==> src/rtl/bcd_rtc.sv <==
module bcd_rtc #(
  parameter int ADDR_W = 5
) (
  input  logic              clk,
  input  logic              rst_n,
  input  logic              tick_i,
  input  logic              wr_en_i,
  input  logic [ADDR_W-1:0] addr_i,
  input  logic [7:0]        wdata_i,
  output logic [7:0]        rdata_o
);
  localparam int NF = 7;
  localparam logic [ADDR_W-1:0] A_CTRL = ADDR_W'(5'h10);
  localparam logic [ADDR_W-1:0] A_STAT = ADDR_W'(5'h11);
  localparam logic [ADDR_W-1:0] A_LAST = ADDR_W'(NF - 1);

  logic [7:0] live [NF];
  logic [7:0] shad [NF];
  logic       halt_q, snap_q, view_q, took_q;

  function automatic logic [7:0] fmask(input int i);
    case (i)
      0, 1:    fmask = 8'h7F;
      2, 3:    fmask = 8'h3F;
      4:       fmask = 8'h1F;
      5:       fmask = 8'hFF;
      default: fmask = 8'h07;
    endcase
  endfunction

  function automatic logic [7:0] binc(input logic [7:0] v);
    binc = (v[3:0] == 4'd9) ? {v[7:4] + 4'd1, 4'd0} : {v[7:4], v[3:0] + 4'd1};
  endfunction

  function automatic logic [7:0] month_end(input logic [7:0] m, input logic [7:0] y);
    logic leap;
    leap = y[4] ? (y[3:0] == 4'd2 || y[3:0] == 4'd6)
                : (y[3:0] == 4'd0 || y[3:0] == 4'd4 || y[3:0] == 4'd8);
    case (m)
      8'h02:                      month_end = leap ? 8'h29 : 8'h28;
      8'h04, 8'h06, 8'h09, 8'h11: month_end = 8'h30;
      default:                    month_end = 8'h31;
    endcase
  endfunction

  wire c_sec = live[0] == 8'h59;
  wire c_min = c_sec && live[1] == 8'h59;
  wire c_hr  = c_min && live[2] == 8'h23;
  wire c_day = c_hr && live[3] == month_end(live[4], live[5]);
  wire c_mon = c_day && live[4] == 8'h12;
  wire run   = !halt_q && tick_i;
  wire wr_ctl = wr_en_i && addr_i == A_CTRL;
  wire snap_edge = wr_ctl && wdata_i[6] && !snap_q;

  logic [7:0] nxt [NF];
  always_comb begin
    nxt[0] = c_sec ? 8'h00 : binc(live[0]);
    nxt[1] = !c_sec ? live[1] : (c_min ? 8'h00 : binc(live[1]));
    nxt[2] = !c_min ? live[2] : (c_hr ? 8'h00 : binc(live[2]));
    nxt[3] = !c_hr ? live[3] : (c_day ? 8'h01 : binc(live[3]));
    nxt[4] = !c_day ? live[4] : (c_mon ? 8'h01 : binc(live[4]));
    nxt[5] = !c_mon ? live[5] : (live[5] == 8'h99 ? 8'h00 : binc(live[5]));
    nxt[6] = !c_hr ? live[6] : (live[6] == 8'h06 ? 8'h00 : live[6] + 8'h01);
  end

  generate
    for (genvar i = 0; i < NF; i++) begin : g_field
      localparam logic [7:0] RV = (i == 3 || i == 4) ? 8'h01 : 8'h00;
      always_ff @(posedge clk or negedge rst_n) begin
        if (!rst_n) begin
          live[i] <= RV;
          shad[i] <= RV;
        end else begin
          if (run)
            live[i] <= nxt[i];
          else if (halt_q && wr_en_i && addr_i == ADDR_W'(i))
            live[i] <= wdata_i & fmask(i);
          if (snap_edge)
            shad[i] <= live[i];
        end
      end
    end
  endgenerate

  always_ff @(posedge clk or negedge rst_n) begin
    if (!rst_n) begin
      halt_q <= 1'b0;
      snap_q <= 1'b0;
      view_q <= 1'b0;
      took_q <= 1'b0;
    end else begin
      if (wr_ctl) begin
        halt_q <= wdata_i[0];
        snap_q <= wdata_i[6];
        view_q <= wdata_i[7];
      end
      if (snap_edge)
        took_q <= 1'b1;
    end
  end

  always_comb begin
    rdata_o = 8'h00;
    if (addr_i <= A_LAST)
      rdata_o = view_q ? shad[addr_i[2:0]] : live[addr_i[2:0]];
    else if (addr_i == A_CTRL)
      rdata_o = {view_q, snap_q, 5'b0, halt_q};
    else if (addr_i == A_STAT)
      rdata_o = {6'b0, took_q, !halt_q};
  end
endmodule

==> config.mk <==
export PLATFORM = sky130hd
export DESIGN_NAME = bcd_rtc
export DESIGN_NICKNAME = d
export VERILOG_FILES = /design/src/rtl/bcd_rtc.sv
export SDC_FILE = /design/constraint.sdc
export NUM_CORES = 1
export LEC_CHECK = 0
export CAP_MARGIN = 25
export CELL_PAD_IN_SITES_DETAIL_PLACEMENT = 1
export CELL_PAD_IN_SITES_GLOBAL_PLACEMENT = 2
export CORE_ASPECT_RATIO = 0.75
export CORE_UTILIZATION = 30
export CTS_BUF_LIST = sky130_fd_sc_hd__clkbuf_8 sky130_fd_sc_hd__clkbuf_16
export CTS_CLUSTER_SIZE = 28
export DETAILED_ROUTE_END_ITERATION = 7
export PLACE_DENSITY = 0.73
export RECOVER_POWER = 100
export SYNTH_ARGS = -nofsm -noshare
export SYNTH_HDL_FRONTEND = slang
export SYNTH_SLANG_ARGS = --single-unit
export TNS_END_PERCENT = 5
==> constraint.sdc <==
create_clock -name clk -period 8.2 [get_ports clk]
set_clock_uncertainty 0.2 [all_clocks]
set_input_delay 1.64 -clock clk [delete_from_list [all_inputs] [get_ports clk]]
set_output_delay 1.64 -clock clk [all_outputs]
set_load 0.02 [all_outputs]
==> results_tabular.tex <==
\begin{tabular}{lr}
\hline
Metric & Value \\
\hline
\multicolumn{2}{l}{\textbf{Pwr}} \\
Total internal power & 1280 µW \\
Largest voltage drop on the vdd net & 0.157 mV \\
Combinational share of power & 18.0\% \\
Standby leakage power & 0.00349 µW \\
P\_sw & 597 µW \\
Clock share of power & 40.8\% \\
Portion of total power attributed to sequential cells & 41.2\% \\
Fraction of power spent switching nets & 31.7\% \\
Total power divided by cell area & 231 nW/µm² \\
\multicolumn{2}{l}{\textbf{Placement}} \\
Minimum setup slack after placement & 1.98 ns \\
Port Buf Inserts & 24 \\
Routability-driven placement congestion ratio & 0.874 \\
Half-perimeter wire length of the detailed placement result & 17400 µm \\
\multicolumn{2}{l}{\textbf{Synthesis}} \\
Net Count, Synth & 742 \\
Share of async-settable or async-resettable flops after synthesis & 100\% \\
Yosys cell types & 76 \\
Synth Register Bits & 116 \\
Ys flop type & sky130\_fd\_sc\_hd\_\_dfrtp\_1 \\
Number of warnings printed during yosys synthesis & 0 \\
Number of enable flip-flop cells after synthesis & 0 \\
Number of cells produced by synthesis & 705 \\
Portion of the post-synthesis area used by sequential elements & 41.2\% \\
Synthesized cell area & 7060 µm² \\
Post-synthesis area per instance & 10.0 µm² \\
\multicolumn{2}{l}{\textbf{Final layout}} \\
Number of antenna cells inserted & 0 \\
Final net count & 755 \\
Layout Area Growth over Synthesis & 15.4\% \\
Most common cell after layout, fill and taps aside & sky130\_fd\_sc\_hd\_\_dfrtp\_1 \\
Most frequent cells in the layout & sky130\_fd\_sc\_hd\_\_dfrtp\_1 (112), sky130\_fd\_sc\_hd\_\_o21ai\_0 (79), sky130\_fd\_sc\_hd\_\_nand2\_1 (64) \\
Layout cell share with drive strength beyond 1 & 17.3\% \\
\multicolumn{2}{l}{\textbf{Timing}} \\
Fin. Hold Viols & 0 \\
Setup\_tns & 0 ns \\
Maximum frequency from static timing analysis & 145 MHz \\
PnR worst setup slack & 1.29 ns \\
Max-slew headroom at the worst pin & -160\% \\
Share of the clock period used by the worst path after layout & 84.3\% \\
Actual transition at the worst max-transition pin & 3.90 ns \\
RSZ-0062 raised after global routing & no \\
Final setup fails & 0 \\
Post-layout minimum cycle time & 6.91 ns \\
Final-report max-slew violation count & 112 \\
\multicolumn{2}{l}{\textbf{Critical path}} \\
Worst path slowest cell & sky130\_fd\_sc\_hd\_\_clkbuf\_1 \\
Critical register-to-register path startpoint & live[49] \\
Crit path capture type & primary output \\
Nature of the critical path startpoint & primary input \\
Largest fanout of any net on the critical path & 20 \\
Depth of the most critical reg-to-reg path & 9 \\
Critical Path Max Stage Delay & 1.02 ns \\
Data arrival time of the critical path & 5.07 ns \\
Worst setup path start & addr\_i[0] \\
Required time of the critical path & 6.36 ns \\
Cells along the critical path & clkbuf\_1 > buf\_4 > mux4\_1 > mux4\_2 > nor2b\_1 > dlygate4sd3\_1 \\
Worst setup path category & in2out \\
\multicolumn{2}{l}{\textbf{Clocking}} \\
Post-CTS Resized & 0 \\
TritonCTS clock tree & done \\
Num CTS Buffers & 17 \\
Sink count of the clock tree & 116 \\
H-Tree Level Count & 4 \\
Clock latency on the worst-skew pair & 0.43 ns \\
Clock transition at the registers of the reported paths & 0.06 ns \\
Count of buffers added by post-CTS timing repair for setup & 0 \\
Post-cts hold buffer count & 0 \\
Root buf cell & sky130\_fd\_sc\_hd\_\_clkbuf\_16 \\
Max Buffers Root-to-Sink & 2 \\
\multicolumn{2}{l}{\textbf{Run status}} \\
Violations in the final reports & design-rule violations, max-capacitance violations, max-slew violations \\
Run status & finished, violations left \\
\multicolumn{2}{l}{\textbf{GRT}} \\
Total congestion overflow after global routing & 0 \\
First-pass GRT wire length & 37500 µm \\
Antenna violations before repair & 1 \\
Maximum number of pins on one net before global-route repair & 68 \\
Aggregate global-route resource usage & 21.2\% \\
Via count of the first global-routing pass & 6126 \\
\multicolumn{2}{l}{\textbf{Route}} \\
DRC marker count from the first detailed-route iteration & 486 \\
ANT nets after route & 0 \\
Final wirelength & 24000 µm \\
Post-detailed-route wirelength per cell & 23.3 µm \\
Vias per inst & 5.73 \\
\# DRC & 2 \\
Count of vias placed by the detailed router & 5905 \\
Pre-antenna DRT Iters & 7 \\
\multicolumn{2}{l}{\textbf{Hold path}} \\
Worst min path class & reg2reg \\
Min-delay src & shad[14] \\
Hold depth & 2 \\
\multicolumn{2}{l}{\textbf{Floorplan}} \\
Die Y-Extent & 135 µm \\
\# rows & 48 \\
Std-Cell Core Area & 23100 µm² \\
Effective utilization at floorplan & 30.6\% \\
Number of top-level pins & 25 \\
Die Width & 179 µm \\
Floorplan die area & 24200 µm² \\
\multicolumn{2}{l}{\textbf{Job}} \\
Number of max-capacitance violations reported & 2 \\
\hline
\end{tabular}
## cells in the mapped netlist, types with 5 or more instances
cell type                  number  area [µm²]
sky130_fd_sc_hd__dfrtp_1      112        2800
sky130_fd_sc_hd__o21ai_0       78         390
sky130_fd_sc_hd__nand2_1       64         240
sky130_fd_sc_hd__mux2_2        51         574
sky130_fd_sc_hd__nor2_1        48         180
sky130_fd_sc_hd__a21oi_1       38         190
sky130_fd_sc_hd__clkbuf_1      24        90.1
sky130_fd_sc_hd__inv_1         23        86.3
sky130_fd_sc_hd__ha_1          20         250
sky130_fd_sc_hd__mux2i_1       19         190
sky130_fd_sc_hd__mux4_2        19         428
sky130_fd_sc_hd__nand3_1       16        80.1
sky130_fd_sc_hd__nor2b_1       14        87.6
sky130_fd_sc_hd__buf_2          9        45.0
sky130_fd_sc_hd__nand3b_1       9        67.6
sky130_fd_sc_hd__and3_1         8        50.1
sky130_fd_sc_hd__nand2b_1       8        50.1
sky130_fd_sc_hd__nor3_1         8        40.0
sky130_fd_sc_hd__o31a_1         8        70.1
sky130_fd_sc_hd__o31ai_1        8        60.1
sky130_fd_sc_hd__buf_1          7        26.3
sky130_fd_sc_hd__o22ai_1        7        43.8
sky130_fd_sc_hd__a211oi_1       6        45.0
sky130_fd_sc_hd__o41ai_1        6        52.6
sky130_fd_sc_hd__a31oi_1        5        31.3
sky130_fd_sc_hd__nand4_1        5        31.3
sky130_fd_sc_hd__o211ai_1       5        37.5
## stage by stage
stage               cell area, µm²  hold WS, ns  power (µW)  util, %  cells
floorplan                     7060        0.235         959        -    705
global placement              7570        0.266        1100     32.8    998
detailed placement            7580        0.277        1120     32.9    999
CTS                           8170        0.289        1890     35.4   1030
global route                  8140        0.318        1960     35.3   1030
finish                        8140        0.286        1880     35.3   1030
## routing by layer
layer  up-vias  wire, µm  track usage, %
li1       2631         -               -
met1      3084     12200            32.2
met2       158      9960            29.5
met3        32      1400            4.62
met4         0       395            6.49
met5         -         0               0
## cell type report
class	count	area, µm²
fill	2589	14900
inverter	23	86.3
timing repair buffer	36	297
sequential	116	2910
multi-input combinational	524	3880
clock buffer	22	494
tap	300	375
clock inverter	9	103
## kinds of logic after synthesis
logic type	Yosys count	share of synthesized area (%)
buf+inv	65	3.78
flops	116	41.2
simple gates	213	15.8
xor+xnor	1	0.124
fa+ha+maj	20	3.55
mux	90	17.3
compound gates	200	18.2
## registers in the layout, indices dropped and copies added (netlist names)
| register | cells |
|---|---|
| view_q | 1 |
| live | 56 |
| took_q | 1 |
| snap_q | 1 |
| halt_q | 1 |
| shad | 56 |
## worst max-delay path, delay by kind of cell
family                 cells  cell delay [ns]
buffers and inverters      3             2.18
muxes                      2             1.09
and+or+nand+nor            1             0.15
## power groups by stage
stage          Sequential [µW]  Clock, µW  Combinational [µW]
2_1_floorplan              708          0                 251
3_3_place_gp               774          0                 323
3_5_place_dp               780          0                 339
4_1_cts                    771        781                 341
5_1_grt                    784        805                 373
6_report                   775        768                 338
## worst paths after layout
path,slack (ns),end
max,1.29,rdata_o[3]
min,0.29,shad[14]
max in group asynchronous,2.53,shad[5]
min reg2reg,0.29,shad[14]
max reg2reg,4.30,live[27]
min in group asynchronous,2.36,live[32]
No activity file was read; power rests on OpenSTA's default activity.
